[config.mk]
export PLATFORM = sky130hd
export DESIGN_NAME = odd_clk_div
export DESIGN_NICKNAME = d
export VERILOG_FILES = /design/src/rtl/clkdiv_pkg.sv /design/src/rtl/clkdiv_mod_counter.sv /design/src/rtl/clkdiv_edge_toggle.sv /design/src/rtl/odd_clk_div.sv
export SDC_FILE = /design/constraint.sdc
export NUM_CORES = 1
export LEC_CHECK = 0
export ABC_AREA = 1
export BUFFER_PORTS_ARGS = -buffer_cell sky130_fd_sc_hd__buf_2
export CAP_MARGIN = 20
export CORE_AREA = 2 2 39 41
export CTS_BUF_LIST = sky130_fd_sc_hd__clkbuf_8
export DETAILED_ROUTE_END_ITERATION = 6
export DIE_AREA = 0 0 41 43
export GPL_TIMING_DRIVEN = 0
export MAX_ROUTING_LAYER = met4
export PLACE_DENSITY = 0.38
export SLEW_MARGIN = 20
export SYNTH_ARGS = -nofsm -noshare
export SYNTH_HDL_FRONTEND = slang
export SYNTH_HIERARCHICAL = 1
export SYNTH_SLANG_ARGS = --single-unit
[constraint.sdc]
create_clock -name clk_i -period 0.8 [get_ports clk_i]
set_input_delay 0.04 -clock clk_i [delete_from_list [all_inputs] [get_ports clk_i]]
set_output_delay 0.04 -clock clk_i [all_outputs]
set_load 0.02 [all_outputs]
[src/rtl/clkdiv_pkg.sv]
package clkdiv_pkg;

  function automatic int cnt_bits(input int n);
    return (n <= 2) ? 1 : $clog2(n);
  endfunction

  // count value at which the falling-edge toggle flips
  function automatic int fall_match(input int n);
    return n / 2 + 1;
  endfunction

endpackage

[src/rtl/clkdiv_mod_counter.sv]
module clkdiv_mod_counter #(
  parameter  int MODULUS = 3,
  localparam int W       = clkdiv_pkg::cnt_bits(MODULUS)
) (
  input  logic         clk_i,
  input  logic         rst_ni,
  output logic [W-1:0] cnt_o
);

  localparam logic [W-1:0] LAST = W'(MODULUS - 1);

  always_ff @(posedge clk_i or negedge rst_ni) begin
    if (!rst_ni)            cnt_o <= '0;
    else if (cnt_o == LAST) cnt_o <= '0;
    else                    cnt_o <= cnt_o + 1'b1;
  end

  p_cnt_wrap_r7: assert property (@(posedge clk_i) disable iff (!rst_ni)
    (cnt_o == LAST) |=> (cnt_o == '0));

  p_cnt_step_r7: assert property (@(posedge clk_i) disable iff (!rst_ni)
    (cnt_o != LAST) |=> (cnt_o == $past(cnt_o) + 1'b1));

  p_cnt_bound_r7: assert property (@(posedge clk_i) disable iff (!rst_ni)
    (cnt_o <= LAST));

endmodule

[src/rtl/clkdiv_edge_toggle.sv]
module clkdiv_edge_toggle #(
  parameter bit RISING = 1'b1
) (
  input  logic clk_i,
  input  logic rst_ni,
  input  logic en_i,
  output logic q_o
);

  if (RISING) begin : g_rise
    always_ff @(posedge clk_i or negedge rst_ni) begin
      if (!rst_ni)   q_o <= 1'b0;
      else if (en_i) q_o <= ~q_o;
    end
  end else begin : g_fall
    always_ff @(negedge clk_i or negedge rst_ni) begin
      if (!rst_ni)   q_o <= 1'b0;
      else if (en_i) q_o <= ~q_o;
    end
  end

endmodule

[src/rtl/odd_clk_div.sv]
module odd_clk_div #(
  parameter int DIV_N = 3
) (
  input  logic clk_i,
  input  logic rst_ni,
  output logic clk_o
);

  localparam int           W    = clkdiv_pkg::cnt_bits(DIV_N);
  localparam logic [W-1:0] MID  = W'(clkdiv_pkg::fall_match(DIV_N));

  if (DIV_N < 3 || (DIV_N % 2) == 0) begin : g_bad_ratio
    $error("odd_clk_div: DIV_N must be odd and at least 3");
  end

  logic [W-1:0] cnt;
  logic         rise_en, fall_en;
  logic         rise_q, fall_q;

  clkdiv_mod_counter #(.MODULUS(DIV_N)) u_cnt (
    .clk_i  (clk_i),
    .rst_ni (rst_ni),
    .cnt_o  (cnt)
  );

  assign rise_en = (cnt == '0);
  assign fall_en = (cnt == MID);

  clkdiv_edge_toggle #(.RISING(1'b1)) u_tog_rise (
    .clk_i  (clk_i),
    .rst_ni (rst_ni),
    .en_i   (rise_en),
    .q_o    (rise_q)
  );

  clkdiv_edge_toggle #(.RISING(1'b0)) u_tog_fall (
    .clk_i  (clk_i),
    .rst_ni (rst_ni),
    .en_i   (fall_en),
    .q_o    (fall_q)
  );

  // quadrature toggles: only one input moves at a time
  assign clk_o = rise_q ^ fall_q;

  p_rise_hold_r7: assert property (@(posedge clk_i) disable iff (!rst_ni)
    (cnt != '0) |=> $stable(rise_q));

  p_rise_flip_r7: assert property (@(posedge clk_i) disable iff (!rst_ni)
    (cnt == '0) |=> (rise_q != $past(rise_q)));

  p_fall_hold_r7: assert property (@(negedge clk_i) disable iff (!rst_ni)
    (cnt != MID) |=> $stable(fall_q));

  p_fall_flip_r7: assert property (@(negedge clk_i) disable iff (!rst_ni)
    (cnt == MID) |=> (fall_q != $past(fall_q)));

endmodule

Yosys cells after proc, flatten, opt, wreduce, memory -nomap -nowiden
Cells that the tools add are included.

word-level totals
  memory bits (read-only) = 0
  latch bits = 0
  RAM bits = 0
  register bits = 4
  word-level logic and storage cells = 10
  bits of input ports = 2
  output and inout bits = 1
  memories = 0

cells by class
  reductions and logical operators = 1
  $mul = 0
  equal/unequal tests = 1
  order comparisons = 0
  add/subtract/negate cells = 1
  div/mod/pow operators = 0
  bitwise gates (word level) = 3
  shift-type cells = 0
  multiplexer cells = 1

operator list
  cell                                                            number
  2-bit by 1-bit adder with 2-bit output (second input constant)  1
  2-bit equality test (second input constant)                     1
  2-bit zero test                                                 1
  2-bit two-way mux                                               1
  1-bit inverter                                                  2
  1-bit XOR                                                       1

Depth between registers and ports, before layout
  depth in word-level cells = 2
  mapped depth = 5
  gate-level depth less buffers = 5

Hierarchy
Netlist, hierarchy kept.

modules (own cells, without submodules)
  module              sequential area each (µm²)  cells an instance  area each (µm²)  times used
  clkdiv_edge_toggle  25.0                        6                  43.8             2
  clkdiv_mod_counter  50.0                        5                  63.8             1
  odd_clk_div         0.0                         8                  32.5             1

==> results_dict.tcl <==
set metrics [dict create \
    regArea_sq_um 100 \
    drive_gt1_share_pct 43.2 \
    core_area_sq_um 1380 \
    ir_drop_mv 0.504 \
    synth_seq_cells 4 \
    synth.cell_area_sq_um 184 \
    clockRootBuffer "clkbuf_8" \
    syn_nets 27 \
    tightestPinTransition_ns 0.130 \
    antenna_found_initial 0 \
    slew_headroom_pct 91.3 \
    setup_viol 3 \
    finClkSkew_ns 0.0231 \
    antenna_cells 0 \
    clk_transition_reported_paths_ns 0.04 \
    track_usage_pct 6.60 \
    grt_remaining_overflow 0 \
    cp_max_fo 3 \
    clk-insertion-delay-late_ns 0.24 \
    worstHoldPathType "input port to asynchronous set/reset pin" \
    hold_viol 0 \
    rows 14 \
    drv_slew 0 \
    synth.avg_cell_area_sq_um 7.36 \
    endpoint_kind "primary output" \
    fin_nets 40 \
    utilization_pct 25.0 \
    setup_ws_ns -0.585 \
    fin_tns_setup_ns -0.994 \
    synthesis.instances 25 \
    io_pins 3 \
    violations "setup timing" \
    ant_nets 0 \
    yosysUniqueCellTypes 6 \
    grt_start_max_net_pins 5 \
    first_global_vias 153 \
    gp_congestion 0.587 \
    start_kind "flip-flop" \
    clock_sinks 4 \
    vias_per_cell 3.26 \
    ys_warn_count 6 \
    rr_worst_depth 4 \
    first_pass_iters 2 \
    ys_seq_area_share_pct 54.4 \
    grt_setup_unrepaired "true" \
    p_per_area_nw_per_um2 1920 \
    initial_core_util_pct 13.3 \
    die_h_um 43 \
    grt_first_pass_wirelength_um 627 \
    routedWlPerCell_um 7.32 \
    cts_max_level 1 \
    die_area_sq_um 1760 \
    totalWireLength_um 388 \
    critPathArrivalTime_ns 1.35 \
    detail_route.iter0.violations 2 \
    outcome "finished with violations" \
    synthToLayoutAreaGrowth_pct 87.8 \
    cts_tree "done" \
    cts_buffers 3 \
    critPathKind "flip-flop to primary output" \
    drc 0 \
    num_vias 173 \
    die_w_um 41 \
    clock_path_buffers 2 \
    multi_input_area_sq_um 71.3 \
    portBuffers 2 \
    fill_cells 152 \
    p_leak_nw 0.181 \
    required_ns 0.76 \
    dpl.hpwl_um 209 \
    maxCapViolations 0 \
]
==> worst max-delay path: stages, from the launching register on <==
cell and delay, ns:
dfrtn_1 0.42, inv_1 0.05, nand2_1 0.07, nand2_2 0.05, buf_6 0.12
==> report_power, final <==
group | total (mW) | internal [mW] | leakage (nW) | switching, mW
Combinational | 0.00940 | 0.00495 | 0.107 | 0.00444
Sequential | 0.204 | 0.204 | 0.0466 | 0
Clock | 0.450 | 0.329 | 0.0269 | 0.121
==> registers in the layout, summed over array words and instances, names as in the netlist <==
name / flops
u_tog_fall/q_o: 1
u_tog_rise/q_o: 1
u_cnt/cnt_o: 2
==> routing by layer <==
layer	share of wire [%]	routed length (um)	vias to the layer above	GRT usage [%]
met5	0	0	-	-
met4	4.6	18	0	10.0
met3	7.7	30	2	4.71
met2	41	161	5	6.25
met1	46	178	74	6.47
li1	-	-	92	-
==> Yosys cell counts <==
master	n	area, sq um
nand2_1	9	33.8
inv_1	8	30.0
dfrtp_1	3	75.1
nor2_1	2	7.51
nor2_2	2	12.5
dfrtn_1	1	25.0
==> cell usage in the layout (no fill, tap or decap), drive strengths merged <==
master / Yosys / routed
inv: 8 / 9
nand2: 9 / 9
buf: 0 / 7
nor2: 4 / 4
clkbuf: 0 / 3
dfrtp: 3 / 3
dlygate4sd3: 0 / 1
dfrtn: 1 / 1
==> final timing paths <==
kind                                                 start                    endpoint  slack [ns]
worst min register to register  u_tog_rise/q_o$_DFFE_PN0P_  u_tog_rise/q_o$_DFFE_PN0P_        0.53
worst max register to register    u_cnt/cnt_o[0]$_DFF_PN0_  u_tog_fall/q_o$_DFFE_NN0P_       -0.36
min in group clk_i              u_tog_rise/q_o$_DFFE_PN0P_  u_tog_rise/q_o$_DFFE_PN0P_        0.53
worst max-delay path            u_tog_fall/q_o$_DFFE_NN0P_                       clk_o       -0.59
worst min-delay path                                rst_ni  u_tog_rise/q_o$_DFFE_PN0P_        0.16
max in group asynchronous                           rst_ni  u_tog_fall/q_o$_DFFE_NN0P_        0.22
==> through the flow <==
stage | hold WS [ns] | cells | power (mW) | setup WS [ns] | area [sq um]
6_report | 0.155 | 53 | 0.663 | -0.585 | 345
3_3_place_gp | -0.145 | 43 | 0.213 | -0.415 | 216
3_5_place_dp | -0.148 | 43 | 0.212 | -0.426 | 216
4_1_cts | 0.160 | 51 | 0.675 | -0.585 | 312
5_1_grt | 0.162 | 53 | 0.691 | -0.618 | 345
2_1_floorplan | -0.256 | 25 | 0.206 | -0.381 | 186
==> cells by family after synthesis <==
kind of cell,synth area share (%)
simple gates,29.3
buf+inv,16.3
flops,54.4
==> cell type report <==
cell class | count | area share, %
inverter | 8 | 8.70
sequential | 4 | 29.0
clock buffer | 3 | 12.0
multi-input combinational | 13 | 20.7
timing repair buffer | 8 | 22.8
clock inverter | 1 | 1.09
tap | 16 | 5.80
==> timing repair <==
item / in CTS / in global routing
endpoints found under the hold margin: 4 / 0
hold buffers: 1 / 0
pin swaps: 0 / 1
gates resized for setup: 5 / 6
setup buffers: 3 / 2
setup endpoints to repair: 3 / 3
cloned: 0 / 0
Note: power is estimated with default switching activity, not from simulation.
